==> src/rtl/dbg_pkg.sv <==
package dbg_pkg;
  typedef enum logic [1:0] {GRP_FLOW = 2'b00, GRP_FLAG = 2'b01,
                            GRP_BAUD = 2'b10, GRP_REG  = 2'b11} grp_e;
  typedef enum logic [1:0] {TK_NONE, TK_BYTE, TK_BRK} tk_e;
  typedef struct packed {
    tk_e        kind;
    logic [7:0] data;
  } tx_item_t;

  localparam int         SEQ_LEN   = 3;
  localparam logic [7:0] SYNC_BYTE = 8'h55;
  localparam logic [7:0] RST_ACK   = 8'h00;

  function automatic grp_e cmd_group(input logic [7:0] b);
    return grp_e'(b[7:6]);
  endfunction

  function automatic logic is_disable(input logic [7:0] b);
    return b[2:0] == 3'b110;
  endfunction

  function automatic logic is_reset(input logic [7:0] b);
    return b[2:0] == 3'b111;
  endfunction

  function automatic tx_item_t item_byte(input logic [7:0] d);
    tx_item_t t;
    t.kind = TK_BYTE;
    t.data = d;
    return t;
  endfunction

  function automatic tx_item_t item_brk();
    tx_item_t t;
    t.kind = TK_BRK;
    t.data = 8'h00;
    return t;
  endfunction

  function automatic tx_item_t item_none();
    tx_item_t t;
    t.kind = TK_NONE;
    t.data = 8'h00;
    return t;
  endfunction

  // pc as seen by a read: one ahead after a break
  function automatic logic [15:0] pc_view(input logic [15:0] p, input logic after_brk);
    return p + {15'd0, after_brk};
  endfunction
endpackage

==> src/rtl/dbg_regfile.sv <==
module dbg_regfile
  import dbg_pkg::*;
#(
  parameter logic [15:0] ID_WORD = 16'hA5C3
) (
  input  logic        clk,
  input  logic        rst_n,
  input  logic        reg_we,
  input  logic [1:0]  reg_idx,
  input  logic [15:0] reg_wdata,
  input  logic        lo_we,
  input  logic [7:0]  lo_wdata,
  input  logic        flags_we,
  input  logic [7:0]  flags_wdata,
  input  logic        brk_mark,
  input  logic [1:0]  rd_idx,
  output logic [15:0] rd_data,
  output logic [15:0] pc,
  output logic [15:0] bkpt,
  output logic [15:0] insn,
  output logic [7:0]  lo_reg,
  output logic [7:0]  flags
);
  logic after_brk;
  logic pc_we;
  assign pc_we = reg_we && reg_idx == 2'd0;

  always_ff @(posedge clk) begin
    if (!rst_n) begin
      pc <= '0; bkpt <= '0; insn <= '0; lo_reg <= '0; flags <= '0;
      after_brk <= 1'b0;
    end else begin
      if (reg_we) begin
        case (reg_idx)
          2'd0: pc   <= reg_wdata;
          2'd1: bkpt <= reg_wdata;
          2'd2: insn <= reg_wdata;
          default: ;
        endcase
      end
      if (lo_we)    lo_reg <= lo_wdata;
      if (flags_we) flags  <= flags_wdata;
      if (brk_mark)   after_brk <= 1'b1;
      else if (pc_we) after_brk <= 1'b0;
    end
  end

  always_comb begin
    case (rd_idx)
      2'd0:    rd_data = pc_view(pc, after_brk);
      2'd1:    rd_data = bkpt;
      2'd2:    rd_data = insn;
      default: rd_data = ID_WORD;
    endcase
  end

  AST_PC_HOLD: assert property (@(posedge clk) disable iff (!rst_n)
    !pc_we |=> $stable(pc));
endmodule

==> src/rtl/dbg_tx_seq.sv <==
module dbg_tx_seq
  import dbg_pkg::*;
(
  input  logic                   clk,
  input  logic                   rst_n,
  input  logic                   seq_ld,
  input  tx_item_t [SEQ_LEN-1:0] seq,
  output logic                   tx_valid,
  output logic [7:0]             tx_data,
  output logic                   tx_break
);
  tx_item_t [SEQ_LEN-1:0] slots;

  always_ff @(posedge clk) begin
    if (!rst_n) begin
      for (int i = 0; i < SEQ_LEN; i++) slots[i] <= item_none();
    end else if (seq_ld) begin
      slots <= seq;
    end else begin
      for (int i = 0; i < SEQ_LEN - 1; i++) slots[i] <= slots[i+1];
      slots[SEQ_LEN-1] <= item_none();
    end
  end

  assign tx_valid = slots[0].kind == TK_BYTE;
  assign tx_break = slots[0].kind == TK_BRK;
  assign tx_data  = slots[0].data;

  AST_BRK_THEN_SYNC: assert property (@(posedge clk) disable iff (!rst_n)
    tx_break |=> (tx_valid && tx_data == SYNC_BYTE));
endmodule

==> src/rtl/dbg_cmd_fsm.sv <==
module dbg_cmd_fsm
  import dbg_pkg::*;
(
  input  logic                   clk,
  input  logic                   rst_n,
  input  logic                   rx_valid,
  input  logic [7:0]             rx_data,
  input  logic                   rx_break,
  input  logic                   core_done,
  input  logic [15:0]            rd_data,
  input  logic [7:0]             lo_val,
  output logic                   reg_we,
  output logic [1:0]             reg_idx,
  output logic [15:0]            reg_wdata,
  output logic                   lo_we,
  output logic                   flags_we,
  output logic                   brk_mark,
  output logic                   seq_ld,
  output tx_item_t [SEQ_LEN-1:0] seq,
  output logic                   core_run,
  output logic                   core_step,
  output logic                   core_use_insn,
  output logic                   tgt_reset,
  output logic                   link_disable,
  output logic                   baud_set,
  output logic [5:0]             baud_code
);
  typedef enum logic [1:0] {ST_IDLE, ST_HI, ST_LO, ST_LOB} st_e;
  st_e        state, state_n;
  logic [1:0] tgt_q, tgt_n;
  logic [7:0] hi_q, hi_n;
  logic       await_q, await_n;
  logic       run_n, step_n, use_n, rst_n_p, dis_n, baud_n;

  logic accept, cmd_ev, opnd_ev, done_ev;
  assign accept  = rx_valid && !rx_break;
  assign cmd_ev  = accept && state == ST_IDLE;
  assign opnd_ev = accept && state != ST_IDLE;
  assign done_ev = core_done && await_q && !rx_break;

  always_comb begin
    state_n = state; tgt_n = tgt_q; hi_n = hi_q; await_n = await_q;
    reg_we = 1'b0; reg_idx = tgt_q; reg_wdata = {hi_q, rx_data};
    lo_we = 1'b0; flags_we = 1'b0; brk_mark = 1'b0; seq_ld = 1'b0;
    for (int i = 0; i < SEQ_LEN; i++) seq[i] = item_none();
    run_n = 1'b0; step_n = 1'b0; use_n = 1'b0;
    rst_n_p = 1'b0; dis_n = 1'b0; baud_n = 1'b0;

    if (rx_break) begin
      state_n = ST_IDLE; await_n = 1'b0; brk_mark = 1'b1;
      seq_ld = 1'b1; seq[0] = item_byte(SYNC_BYTE);
    end else begin
      if (done_ev) begin
        await_n = 1'b0; brk_mark = 1'b1; seq_ld = 1'b1;
        seq[0] = item_brk(); seq[1] = item_byte(SYNC_BYTE);
      end
      if (opnd_ev) begin
        case (state)
          ST_HI:   begin hi_n = rx_data; state_n = ST_LO; end
          ST_LO:   begin reg_we = 1'b1; state_n = ST_IDLE; end
          default: begin lo_we = 1'b1; state_n = ST_IDLE; end
        endcase
      end
      if (cmd_ev) begin
        case (cmd_group(rx_data))
          GRP_FLOW: begin
            if (is_disable(rx_data)) dis_n = 1'b1;
            else if (is_reset(rx_data)) begin
              rst_n_p = 1'b1; brk_mark = 1'b1; seq_ld = 1'b1;
              seq[0] = item_byte(RST_ACK); seq[1] = item_brk();
              seq[2] = item_byte(SYNC_BYTE);
            end else begin
              run_n  = !rx_data[0];
              step_n = rx_data[0];
              use_n  = rx_data[1];
              if (rx_data[5:4] == 2'b11) await_n = 1'b1;
            end
          end
          GRP_FLAG: flags_we = 1'b1;
          GRP_BAUD: begin
            baud_n = 1'b1; seq_ld = 1'b1; seq[0] = item_byte(SYNC_BYTE);
          end
          default: begin
            case (rx_data[5:4])
              2'b01: begin tgt_n = rx_data[1:0]; state_n = ST_HI; end
              2'b00: state_n = ST_LOB;
              2'b11: begin
                seq_ld = 1'b1;
                seq[0] = item_byte(rd_data[15:8]);
                seq[1] = item_byte(rd_data[7:0]);
              end
              default: begin seq_ld = 1'b1; seq[0] = item_byte(lo_val); end
            endcase
          end
        endcase
      end
    end
  end

  always_ff @(posedge clk) begin
    if (!rst_n) begin
      state <= ST_IDLE; tgt_q <= '0; hi_q <= '0; await_q <= 1'b0;
      core_run <= 1'b0; core_step <= 1'b0; core_use_insn <= 1'b0;
      tgt_reset <= 1'b0; link_disable <= 1'b0; baud_set <= 1'b0;
      baud_code <= '0;
    end else begin
      state <= state_n; tgt_q <= tgt_n; hi_q <= hi_n; await_q <= await_n;
      core_run <= run_n; core_step <= step_n; core_use_insn <= use_n;
      tgt_reset <= rst_n_p; link_disable <= dis_n; baud_set <= baud_n;
      if (baud_n) baud_code <= rx_data[5:0];
    end
  end

  AST_BREAK_TO_IDLE: assert property (@(posedge clk) disable iff (!rst_n)
    rx_break |=> state == ST_IDLE);
  AST_OPND_NO_ACTION: assert property (@(posedge clk) disable iff (!rst_n)
    (rx_valid && !rx_break && state != ST_IDLE) |=>
      !(core_run || core_step || tgt_reset || link_disable || baud_set));
  AST_ONE_ACTION: assert property (@(posedge clk) disable iff (!rst_n)
    $onehot0({core_run, core_step, tgt_reset, link_disable, baud_set}));
endmodule

==> src/rtl/dbg_cmd_decoder.sv <==
module dbg_cmd_decoder
  import dbg_pkg::*;
#(
  parameter logic [15:0] ID_WORD = 16'hA5C3
) (
  input  logic        clk,
  input  logic        rst_n,
  input  logic        rx_valid,
  input  logic [7:0]  rx_data,
  input  logic        rx_break,
  input  logic        core_done,
  output logic [15:0] pc,
  output logic [15:0] bkpt,
  output logic [15:0] insn,
  output logic [7:0]  lo_reg,
  output logic [7:0]  flags,
  output logic        flag_flow_brk,
  output logic        flag_timers_run,
  output logic        flag_bkpt_en,
  output logic        tx_valid,
  output logic [7:0]  tx_data,
  output logic        tx_break,
  output logic        core_run,
  output logic        core_step,
  output logic        core_use_insn,
  output logic        tgt_reset,
  output logic        link_disable,
  output logic        baud_set,
  output logic [5:0]  baud_code
);
  logic        reg_we, lo_we, flags_we, brk_mark, seq_ld;
  logic [1:0]  reg_idx;
  logic [15:0] reg_wdata, rd_data;
  tx_item_t [SEQ_LEN-1:0] seq;

  dbg_cmd_fsm u_fsm (
    .clk(clk), .rst_n(rst_n), .rx_valid(rx_valid), .rx_data(rx_data),
    .rx_break(rx_break), .core_done(core_done), .rd_data(rd_data),
    .lo_val(lo_reg), .reg_we(reg_we), .reg_idx(reg_idx),
    .reg_wdata(reg_wdata), .lo_we(lo_we), .flags_we(flags_we),
    .brk_mark(brk_mark), .seq_ld(seq_ld), .seq(seq),
    .core_run(core_run), .core_step(core_step),
    .core_use_insn(core_use_insn), .tgt_reset(tgt_reset),
    .link_disable(link_disable), .baud_set(baud_set), .baud_code(baud_code)
  );

  dbg_regfile #(.ID_WORD(ID_WORD)) u_regs (
    .clk(clk), .rst_n(rst_n), .reg_we(reg_we), .reg_idx(reg_idx),
    .reg_wdata(reg_wdata), .lo_we(lo_we), .lo_wdata(rx_data),
    .flags_we(flags_we), .flags_wdata(rx_data), .brk_mark(brk_mark),
    .rd_idx(rx_data[1:0]), .rd_data(rd_data), .pc(pc), .bkpt(bkpt),
    .insn(insn), .lo_reg(lo_reg), .flags(flags)
  );

  dbg_tx_seq u_tx (
    .clk(clk), .rst_n(rst_n), .seq_ld(seq_ld), .seq(seq),
    .tx_valid(tx_valid), .tx_data(tx_data), .tx_break(tx_break)
  );

  assign flag_flow_brk   = flags[4];
  assign flag_timers_run = !flags[5];
  assign flag_bkpt_en    = flags[0];
endmodule

==> config.mk <==
export PLATFORM = sky130hd
export DESIGN_NAME = dbg_cmd_decoder
export DESIGN_NICKNAME = d
export VERILOG_FILES = /design/src/rtl/dbg_pkg.sv /design/src/rtl/dbg_regfile.sv /design/src/rtl/dbg_tx_seq.sv /design/src/rtl/dbg_cmd_fsm.sv /design/src/rtl/dbg_cmd_decoder.sv
export SDC_FILE = /design/constraint.sdc
export NUM_CORES = 1
export LEC_CHECK = 0
export ABC_AREA = 0
export BUFFER_PORTS_ARGS = -buffer_cell sky130_fd_sc_hd__buf_2
export CAP_MARGIN = 0
export CORE_MARGIN = 3
export CORE_UTILIZATION = 45
export DETAILED_ROUTE_END_ITERATION = 16
export PLACE_DENSITY = 0.75
export SLEW_MARGIN = 20
export SYNTH_ARGS = -nofsm -noshare
export SYNTH_HDL_FRONTEND = slang
export SYNTH_HIERARCHICAL = 1
export SYNTH_SLANG_ARGS = --single-unit
==> constraint.sdc <==
create_clock -name clk -period 6.7 [get_ports clk]
set_input_delay 1.34 -clock clk [delete_from_list [all_inputs] [get_ports clk]]
set_output_delay 1.34 -clock clk [all_outputs]
set_load 0.005 [all_outputs]
# After elaboration in Yosys (flattened, before gate mapping)
# Cells that the tools add are included.
# word_totals
register_bits	120
output_inout_bits	89
wordCells	123
# op_classes
n_addsub	1
eq_ne	14
n_mux	49
bitwise_logic	6
n_reduce_logical	30
# op_table
cell	count
$pmux 16 s3	1
$mux 20	2
$pmux 10 s2	2
$mux 1	31
$mux 30	1
$pmux 10 s3	1
$mux 29	1
$mux 10	2
$mux 19	1
$add 16x1->16	1
$eq 2x1->1 const B	6
$eq 2x2->1 const B	6
$reduce_or 6->1	2
$logic_not 2->1	5
$mux 9	1
$mux 2	4
$reduce_or 2->1	4
$eq 3x3->1 const B	2
$logic_and 1x1->1	6
$not 1->1	6
$reduce_and 2->1	3
$reduce_or 5->1	1
$pmux 2 s2	1
$reduce_and 4->1	1
6 further kinds	9

# Longest topological paths before layout
# Gate-level depths: netlist of the first run.
# logic_depth
ltp_word	10
mapped_depth	11
ltp_nobuf	11

# Cells and area by module
# Netlist of the first run, hierarchy kept.
# by_module_without_submodules
module	instances	cells_each	area_each_um2	seq_area_each_um2
dbg_regfile	1	364	3027.9	1301.2
dbg_cmd_fsm	1	210	1664.1	500.5
dbg_tx_seq	1	97	1138.6	600.6
dbg_cmd_decoder	1	3	18.8	0.0

# Worst setup path before layout of the first run
# Ideal clock, no wire load.
# synth_path
path_kind	input to register
startpoint	input port rx_data[6]
endpoint	register u_tx/slots[20] in the netlist's numbering
arrival_time_ns	2.990
t_required_ns	6.584
path_slack_ns	3.594
path_stages	10
cell_sequence	inv_1 ha_1 buf_6 nor2_1 or4b_1 a31o_1 buf_6 buf_12 buf_8 and3_1
# synth_via
elab_chain_len	6
word_cells_on_any_way	9
classes_between	eq/ne: 2; mux: 3; bitwise: 2; reduce/logical: 2
# synth_lines
item	line	source
start: declaration	dbg_cmd_decoder.sv:9	input logic [7:0] rx_data,
$eq 2x2->1, or another cell as far along	dbg_cmd_fsm.sv:65	case (cmd_group(rx_data))
$pmux 1 s3 (*)	dbg_cmd_fsm.sv:65	
$mux 1 (*)	dbg_cmd_fsm.sv:64	if (cmd_ev) begin
$mux 1 (*)	dbg_cmd_fsm.sv:49	if (rx_break) begin
via seq_ld	dbg_cmd_decoder.sv:31	logic reg_we, lo_we, flags_we, brk_mark, seq_ld;
$not 1->1 (no source line) (*)	n/a	
$reduce_or 6->1 (no source line) (*)	n/a	
end signal: assignment	dbg_tx_seq.sv:18	slots <= seq;
end signal: indexed assignment	dbg_tx_seq.sv:21	slots[SEQ_LEN-1] <= item_none();
end: declaration	dbg_tx_seq.sv:12	tx_item_t [SEQ_LEN-1:0] slots;
# Mark *: on every way through the listed nets, which the timed path passes. The rest lies on a longest branch.
# A chain may end at the register's enable or synchronous reset.

# Worst setup path after layout of the first run
# layout_path
startpoint	input port rx_data[6]
endpoint	register u_tx/slots[17] in the netlist's numbering
# layout_via
word_cells_on_any_way	11
classes_between	eq/ne: 2; mux: 7; reduce/logical: 2
# layout_lines
item	line	source
$eq 2x2->1, or another cell as far along	dbg_cmd_fsm.sv:65	
$pmux 1 s3 (*)	dbg_cmd_fsm.sv:65	
$mux 1 (*)	dbg_cmd_fsm.sv:64	
$mux 1 (*)	dbg_cmd_fsm.sv:49	
via seq_ld	dbg_cmd_decoder.sv:31	
$mux 20 (*)	dbg_tx_seq.sv:17	end else if (seq_ld) begin
# Marked as above.

==> flow_summary.ini, run 1 <==
[detailed_routing]
dr.pass1.iters = 5
routed_wl_mm = 15.40
first_iter_violations = 553
wl_per_cell_um = 16.81
viasPerCell = 5.314
drc = 0
vias = 4868
ant_nets = 0

[run_status]
outcome = complete, no violations

[setup_path]
worstSetupPathType = input port to flop
crit_fanout = 30
worst_setup_path_end_kind = flop
worstSetupStartpointType = input port
required_ns = 7.00
worstPathArrival_ns = 3.38

[grt]
grt_pass1_vias = 4456
grt.overflow.total = 0
grt_pass1_wl_mm = 23.88
grt_usage_pct = 21.16
grt_max_degree = 51
antenna_found_initial = 0

[placement]
io_buffers = 101
dp_slack_ns = 3.243
placed_area_um2 = 6170
placed_cells = 885
gp_congestion = 0.8372
hpwl_mm = 10.39

[floorplan]
rows = 41
initial_core_util_pct = 46.16
core_area_um2 = 12670
die_y_um = 120.0
pin_count = 102
die_area_um2 = 14400
die_w_um = 120.0

[sta]
final_hold_viol_count = 0
skew_ns = 0.006650
timing.fmax_mhz = 325.4
finalCriticalPeriod_ns = 3.073
worst_slew_pin_slew_ns = 1.038
finalCritPeriodShare_pct = 45.86
slew_headroom_pct = 30.47
final.setup.worst_slack_ns = 3.627
slew_viol_final = 0
rsz0062_at_grt = no
setup_viol = 0
setup_tns_ns = 0

[worst_hold_path]
hp-class = flop to flop

[finish]
antenna_cells = 0
fill_cells = 1189
drive_gt1_share_pct = 20.43
stdcell_area_um2 = 6848
final_nets = 754
utilization_pct = 54.04
fin_cells = 916
regMostFlops = u_tx/slots
largest_reg_flops = 22
syn_to_final_growth_pct = 17.07

[pwr]
power.internal_w = 0.001492
power_frac_seq_pct = 38.7
leakagePower_nw = 2.832
combPwrFrac_pct = 5.2
switching_power_w = 0.0003790
clkPwrFrac_pct = 56.1
worst_ir_drop_vdd_mv = 0.2311
powerDensity_nw_per_um2 = 273.2
swShare_pct = 20.26

[synthesis]
synth_top_cell_by_area = dfxtp_1
post-synth-top-area-fraction_pct = 41.07
synth_area_leaders = dfxtp_1, nand2_1, mux2i_1
syn_inst = 674
async_reset_ff_share_pct = 0
synth_edf_count = 0
yosysWarnings = 6
synthDistinctLibCells = 64
ys_seq_area_share_pct = 41.07
synth.avg_cell_area_um2 = 8.679
ys_seq_elements = 120
synth_area_um2 = 5849
ys.flop_type = dfxtp_1

[clock_tree]
clockRootBuffer = clkbuf_16
cts_resized = 0
post_cts_buffers = 0
cts_hold_buf = 0
max-clock-path-buffers = 2
cts_sinks = 120
cts_max_level = 4
cts_buffers = 17
insertion_delay_ns = 0.41
path_clk_slew_ns = 0.05
cts_tree = built

[flow_run]
drv_cap = 0
[worst max-delay path: stages]
cell and delay [ns]:
buf_2 0.22, inv_1 0.10, ha_1 0.32, nor2_1 0.19
or4b_1 0.45, a31o_1 0.23, buf_4 0.25, mux2i_1 0.20
nor2b_1 0.06
[routing by layer]
| metal | part of all wire (%) | track usage [%] |
|---|---|---|
| met1 | 46 | 29.25 |
| met2 | 45 | 32.17 |
| met3 | 6.8 | 5.042 |
| met4 | 1.8 | 7.731 |
| met5 | 0 | 0 |
[cells in the mapped netlist (14+ instances only)]
cell type	number
buf_4	29
dfxtp_1	120
nand3_1	19
clkbuf_1	25
nor2_1	19
a21boi_0	47
o21ai_0	14
nor2b_1	44
and3_1	15
a21oi_1	34
mux2i_1	44
nand2_1	133
[through the flow]
stage,total power [W],hold WS [ns]
2_1_floorplan,0.0008196,0.4505
3_3_place_gp,0.0008348,0.4473
3_5_place_dp,0.0008357,0.4510
4_1_cts,0.001886,0.4647
5_1_grt,0.001927,0.4931
6_report,0.001871,0.4631
[power groups by stage]
stage	sequential (W)	clock [W]	combinational [W]
after floorplan	0.000739	0	0.0000804
after global placement	0.000740	0	0.0000946
after detailed placement	0.000740	0	0.0000956
after CTS	0.000725	0.00106	0.0000962
after global routing	0.000725	0.00110	0.000105
final	0.000725	0.00105	0.0000973
[cell type report]
class	instances	area, µm²	share of cell area (%)
clock buffers	23	488.0	7.126
clock inverters	8	190.2	2.777
inverters	10	37.54	0.5481
multi-input cells	477	2972	43.39
flip-flops and latches	120	2402	35.08
well taps	172	215.2	3.143
repair buffers	106	543.0	7.930
[path summary, 6_finish.rpt]
check                                                     start                              end  slack (ns)  cells past startpoint
worst max-delay path                                 rx_data[6]        u_tx/slots[17]$_SDFF_PN0_        3.63                      9
worst min-delay path            u_fsm/baud_code[2]$_SDFFE_PN0P_  u_fsm/baud_code[2]$_SDFFE_PN0P_        0.46                      2
worst min register to register  u_fsm/baud_code[2]$_SDFFE_PN0P_  u_fsm/baud_code[2]$_SDFFE_PN0P_        0.46                      2
worst max register to register        u_fsm/state[0]$_SDFF_PP0_       u_regs/pc[11]$_SDFFE_PN0P_        4.15                      7
[logic make-up after synthesis]
| family | share of synthesized area, % |
|---|---|
| AO/OA/AOI/OAI | 13.67 |
| adder cells (fa/ha/maj) | 1.925 |
| other | 0.06411 |
| multiplexers | 7.914 |
| buffers and inverters | 8.385 |
| AND/OR/NAND/NOR | 24.73 |
| XOR/XNOR | 2.246 |
| flip-flops | 41.07 |
[cells in the final DEF (no fill, tap or decap), drive strengths merged, types with 3 or more instances in the layout]
master  count
xor2        9
nand2b      6
nor3b       4
and3b       5
nand3b      4
conb        5
nand4       7
nand2     134
clkinv      3
a21boi     48
o22ai       6
clkbuf     23
ha          9
a21oi      34
mux2i      44
xnor2       6
nand3      19
o21ai      16
inv         9
dfxtp     120
or2         5
bufinv      6
a21o        4
and3       15
nor3        5
nor2       19
nor2b      44
buf       106
a22oi       4
No activity file was read; power rests on OpenSTA's default activity.
==> inputs of run 2 (changes only) <==
--- a/config.mk
+++ b/config.mk
@@ -11,7 +11,7 @@
 export CORE_MARGIN = 3
 export CORE_UTILIZATION = 45
 export DETAILED_ROUTE_END_ITERATION = 16
-export PLACE_DENSITY = 0.75
+export PLACE_DENSITY = 0.78
 export SLEW_MARGIN = 20
 export SYNTH_ARGS = -nofsm -noshare
 export SYNTH_HDL_FRONTEND = slang
==> constraint.sdc (replaced) <==
create_clock -name clk -period 2.7 [get_ports clk]
set_input_delay 0.54 -clock clk [delete_from_list [all_inputs] [get_ports clk]]
set_output_delay 0.54 -clock clk [all_outputs]
set_load 0.005 [all_outputs]
==> flow_summary.ini, run 2 (same netlist as run 1, synthesis figures left out) <==
[run_status]
outcome = complete, no violations

[sta]
worst_slew_pin_slew_ns = 0.6296
slew_headroom_pct = 58.02
finalCriticalPeriod_ns = 2.436
skew_ns = 0.009825
final_hold_viol_count = 0
finalCritPeriodShare_pct = 90.22
slew_viol_final = 0
hold_slack_ns = 0.4310
rsz0062_at_grt = no
setup_viol = 0
setup_tns_ns = 0
timing.fmax_mhz = 410.5

[clock_tree]
cts_sinks = 120
post_cts_buffers = 0
max-clock-path-buffers = 2
path_clk_slew_ns = 0.05
cts_max_level = 4
cts_buffers = 17
cts_tree = built
insertion_delay_ns = 0.41
cts_resized = 0
cts_hold_buf = 0
clockRootBuffer = clkbuf_16

[floorplan]
die_area_um2 = 14400
pin_count = 102
core_area_um2 = 12670
rows = 41
die_w_um = 120.0
die_y_um = 120.0
initial_core_util_pct = 46.16

[worst_hold_path]
hp-class = input port to flop

[placement]
gp_congestion = 0.8565
hpwl_mm = 10.67
io_buffers = 101

[finish]
regMostFlops = u_tx/slots
layout_commonest_cell = nand2_1
drive_gt1_share_pct = 22.08
mostFrequentLayoutCells = nand2_1, dfxtp_1, buf_2
utilization_pct = 54.45
largest_reg_flops = 22
final_nets = 770
antenna_cells = 0
syn_to_final_growth_pct = 17.95

[setup_path]
worst_setup_path_end_kind = flop
crit_fanout = 5
required_ns = 3.00
worstSetupPathType = flop to flop
worstPathArrival_ns = 2.73
worstSetupStartpointType = flop

[pwr]
powerDensity_nw_per_um2 = 634.8
power.internal_w = 0.003434
clkPwrFrac_pct = 53.1
combPwrFrac_pct = 5.9
switching_power_w = 0.0009461
swShare_pct = 21.60
worst_ir_drop_vdd_mv = 0.4450
power_frac_seq_pct = 41.1
leakagePower_nw = 2.878

[grt]
grt_pass1_wl_mm = 25.21
grt_usage_pct = 22.19
grt_pass1_vias = 4768
antenna_found_initial = 0
grt_max_degree = 78
grt.overflow.total = 0

[detailed_routing]
dr.pass1.iters = 5
ant_nets = 0
first_iter_violations = 576
wl_per_cell_um = 17.06
viasPerCell = 5.365
vias = 5006
routed_wl_mm = 15.92
drc = 0

[flow_run]
drv_cap = 0
## run 2: cell count changes in the layout (fill, tap and decap cells not counted)
cell / previous run / this run
clkinv_2: 2 / 4
bufinv_16: 6 / 3
clkinvlp_4: 0 / 1
clkbuf_1: 2 / 3
buf_4: 5 / 21
## run 2: area by class of cell
type / count / area, µm²
Clock inverter: 8 / 117.6
Clock buffer: 24 / 491.7
Sequential cell: 120 / 2402
Timing Repair Buffer: 122 / 663.1
Inverter: 10 / 37.54
Tap cell: 172 / 215.2
Fill cell: 1144 / 5772
Multi-Input combinational cell: 477 / 2972
## run 2: worst paths after layout
kind / startpoint / endpoint / slack, ns / cells after the start
worst min register to register: u_fsm/baud_code[3]$_SDFFE_PN0P_ / u_fsm/baud_code[3]$_SDFFE_PN0P_ / 0.46 / 2
worst max-delay path: u_regs/pc[0]$_SDFFE_PN0P_ / u_tx/tx_data[2]$_SDFF_PN0_ / 0.26 / 11
worst min-delay path: core_done / u_fsm/await_q$_SDFF_PP0_ / 0.43 / 3
worst max register to register: u_regs/pc[0]$_SDFFE_PN0P_ / u_tx/tx_data[2]$_SDFF_PN0_ / 0.26 / 11
## run 2: per-stage QoR
step / setup slack [ns] / cell area (µm²) / power, W / std cells
6_report: 0.2639 / 6899 / 0.004380 / 933
4_1_cts: 0.3015 / 6899 / 0.004404 / 933
3_5_place_dp: 0.2242 / 6290 / 0.002087 / 901
5_1_grt: 0.06506 / 6899 / 0.004510 / 933
3_3_place_gp: 0.3040 / 6290 / 0.002084 / 901
2_1_floorplan: 0.3944 / 5864 / 0.002034 / 678
## run 2: power groups by stage
stage	Sequential, W	Clock (W)	Combinational, W
floorplan	0.00183	0	0.000200
global placement	0.00184	0	0.000249
detailed placement	0.00184	0	0.000252
CTS	0.00180	0.00235	0.000253
global route	0.00180	0.00243	0.000278
finish	0.00180	0.00232	0.000257
## run 2: critical path, cell delays in order, from the launching register on
cell,delay (ns)
dfxtp_1,0.41
ha_1,0.29
inv_1,0.07
or3_4,0.42
nor2_1,0.14
xnor2_1,0.15
o22ai_1,0.13
mux2i_1,0.19
o21ai_0,0.12
a21o_1,0.21
mux2i_1,0.15
nor2b_1,0.06
## run 2: metal layers
layer  up-vias  track usage (%)  wire length [µm]  part of all wire, %
met2       232            35.23              7448                   47
met5         -                0                 0                    0
met3        25            5.702              1233                  7.7
li1       2398                -                 -                    -
met1      2351            29.40              6936                   44
met4         0            7.516               298                  1.9
==> inputs of run 3 (changes only) <==
--- a/config.mk
+++ b/config.mk
@@ -9,9 +9,9 @@
 export BUFFER_PORTS_ARGS = -buffer_cell sky130_fd_sc_hd__buf_2
 export CAP_MARGIN = 0
 export CORE_MARGIN = 3
-export CORE_UTILIZATION = 45
+export CORE_UTILIZATION = 35
 export DETAILED_ROUTE_END_ITERATION = 16
-export PLACE_DENSITY = 0.78
+export PLACE_DENSITY = 0.65
 export SLEW_MARGIN = 20
 export SYNTH_ARGS = -nofsm -noshare
 export SYNTH_HDL_FRONTEND = slang
==> flow_summary.ini, run 3 (same netlist as run 1, synthesis figures left out) <==
[clock_tree]
cts_resized = 0
max-clock-path-buffers = 2
cts_hold_buf = 0
cts_tree = built
cts_buffers = 17
insertion_delay_ns = 0.43
post_cts_buffers = 0
clockRootBuffer = clkbuf_16
path_clk_slew_ns = 0.05
cts_max_level = 4
cts_sinks = 120

[grt]
grt_pass1_vias = 4426
grt_pass1_wl_mm = 25.58
antenna_found_initial = 0
grt.overflow.total = 0
grt_usage_pct = 18.37
grt_max_degree = 55

[floorplan]
die_y_um = 135.3
initial_core_util_pct = 36.30
core_area_um2 = 16120
die_w_um = 135.3
pin_count = 102
die_area_um2 = 18300
rows = 46

[setup_path]
worstPathArrival_ns = 2.64
worst_setup_path_end_kind = flop
crit_fanout = 5
required_ns = 3.02
worstSetupPathType = flop to flop
startpoint = u_regs/pc[4]$_SDFFE_PN0P_
worstSetupStartpointType = flop
r2r_start = u_regs/pc[4]$_SDFFE_PN0P_

[detailed_routing]
vias = 4922
routed_wl_mm = 16.57
dr.pass1.iters = 5
first_iter_violations = 400
drc = 0
viasPerCell = 5.002
ant_nets = 0
wl_per_cell_um = 16.84

[placement]
io_buffers = 101
hpwl_mm = 11.64
dp_slack_ns = 0.1863
placed_area_um2 = 6397
gp_congestion = 0.8754

[sta]
hold_slack_ns = 0.4257
setup_viol = 0
slew_viol_final = 0
finalCritPeriodShare_pct = 85.93
timing.fmax_mhz = 431.0
worst_slew_pin_slew_ns = 0.5034
setup_tns_ns = 0
final.setup.worst_slack_ns = 0.3800
finalCriticalPeriod_ns = 2.320
slew_headroom_pct = 66.23
rsz0062_at_grt = no
final_hold_viol_count = 0
skew_ns = 0.02010

[pwr]
power.internal_w = 0.003364
worst_ir_drop_vdd_mv = 0.4530
switching_power_w = 0.0009577
powerDensity_nw_per_um2 = 618.2
leakagePower_nw = 2.909
fin_total_pwr_w = 0.004322
power_frac_seq_pct = 41.6
combPwrFrac_pct = 6.1
clkPwrFrac_pct = 52.3
swShare_pct = 22.16

[finish]
regMostFlops = u_tx/slots
final_nets = 777
layout_commonest_cell = nand2_1
syn_to_final_growth_pct = 19.53
stdcell_area_um2 = 6992
drive_gt1_share_pct = 22.92
antenna_cells = 0
largest_reg_flops = 22
mostFrequentLayoutCells = nand2_1, dfxtp_1, buf_2

[worst_hold_path]
hp-class = input port to flop
hp-start = core_done

[run_status]
outcome = complete, no violations

[flow_run]
drv_cap = 0
==> run 3: changes by cell type in the layout (fill, tap and decap cells not counted), sizes merged <==
cell,delta
clkinv,+1
bufinv,-1
buf,+7
==> run 3: metrics by stage <==
step	util [%]	std cells
final	43.39	984
after global routing	43.39	984
after CTS	43.39	984
after detailed placement	39.70	952
after global placement	39.70	952
after floorplan	-	678
==> run 3: power groups by stage <==
| stage | sequential, W | clock [W] | combinational [W] |
|---|---|---|---|
| after floorplan | 0.00183 | 0 | 0.000200 |
| after global placement | 0.00184 | 0 | 0.000258 |
| after detailed placement | 0.00184 | 0 | 0.000260 |
| after CTS | 0.00180 | 0.00231 | 0.000261 |
| after global routing | 0.00180 | 0.00238 | 0.000285 |
| final | 0.00180 | 0.00226 | 0.000264 |
==> run 3: final timing paths <==
path                                     end  slack, ns  cells after the start
max               u_tx/tx_data[2]$_SDFF_PN0_       0.38                     10
min                 u_fsm/await_q$_SDFF_PP0_       0.43                      3
max reg2reg       u_tx/tx_data[2]$_SDFF_PN0_       0.38                     10
min reg2reg  u_fsm/baud_code[0]$_SDFFE_PN0P_       0.46                      2
==> run 3: routing by layer <==
layer	track usage (%)	share of wire [%]
met1	25.90	47
met2	27.54	45
met3	4.718	7.5
met4	5.767	0.81
met5	0	0
==> run 3: worst max-delay path, cell delays in order (launching register included) <==
cell	delay [ns]
dfxtp_1	0.43
nand4_2	0.19
or3_4	0.45
nor2_1	0.14
xnor2_1	0.14
o22ai_1	0.15
mux2i_1	0.22
o21ai_0	0.11
a21o_1	0.20
mux2i_1	0.13
nor2b_1	0.06
==> run 3: area by class of cell <==
cell class                      count  area (µm²)
Clock buffer                       24       501.7
Clock inverter                      8       92.59
Fill cell                        1628        9124
Inverter                           10       37.54
Multi-Input combinational cell    477        2972
Sequential cell                   120        2402
Tap cell                          216       270.3
Timing Repair Buffer              129       715.7
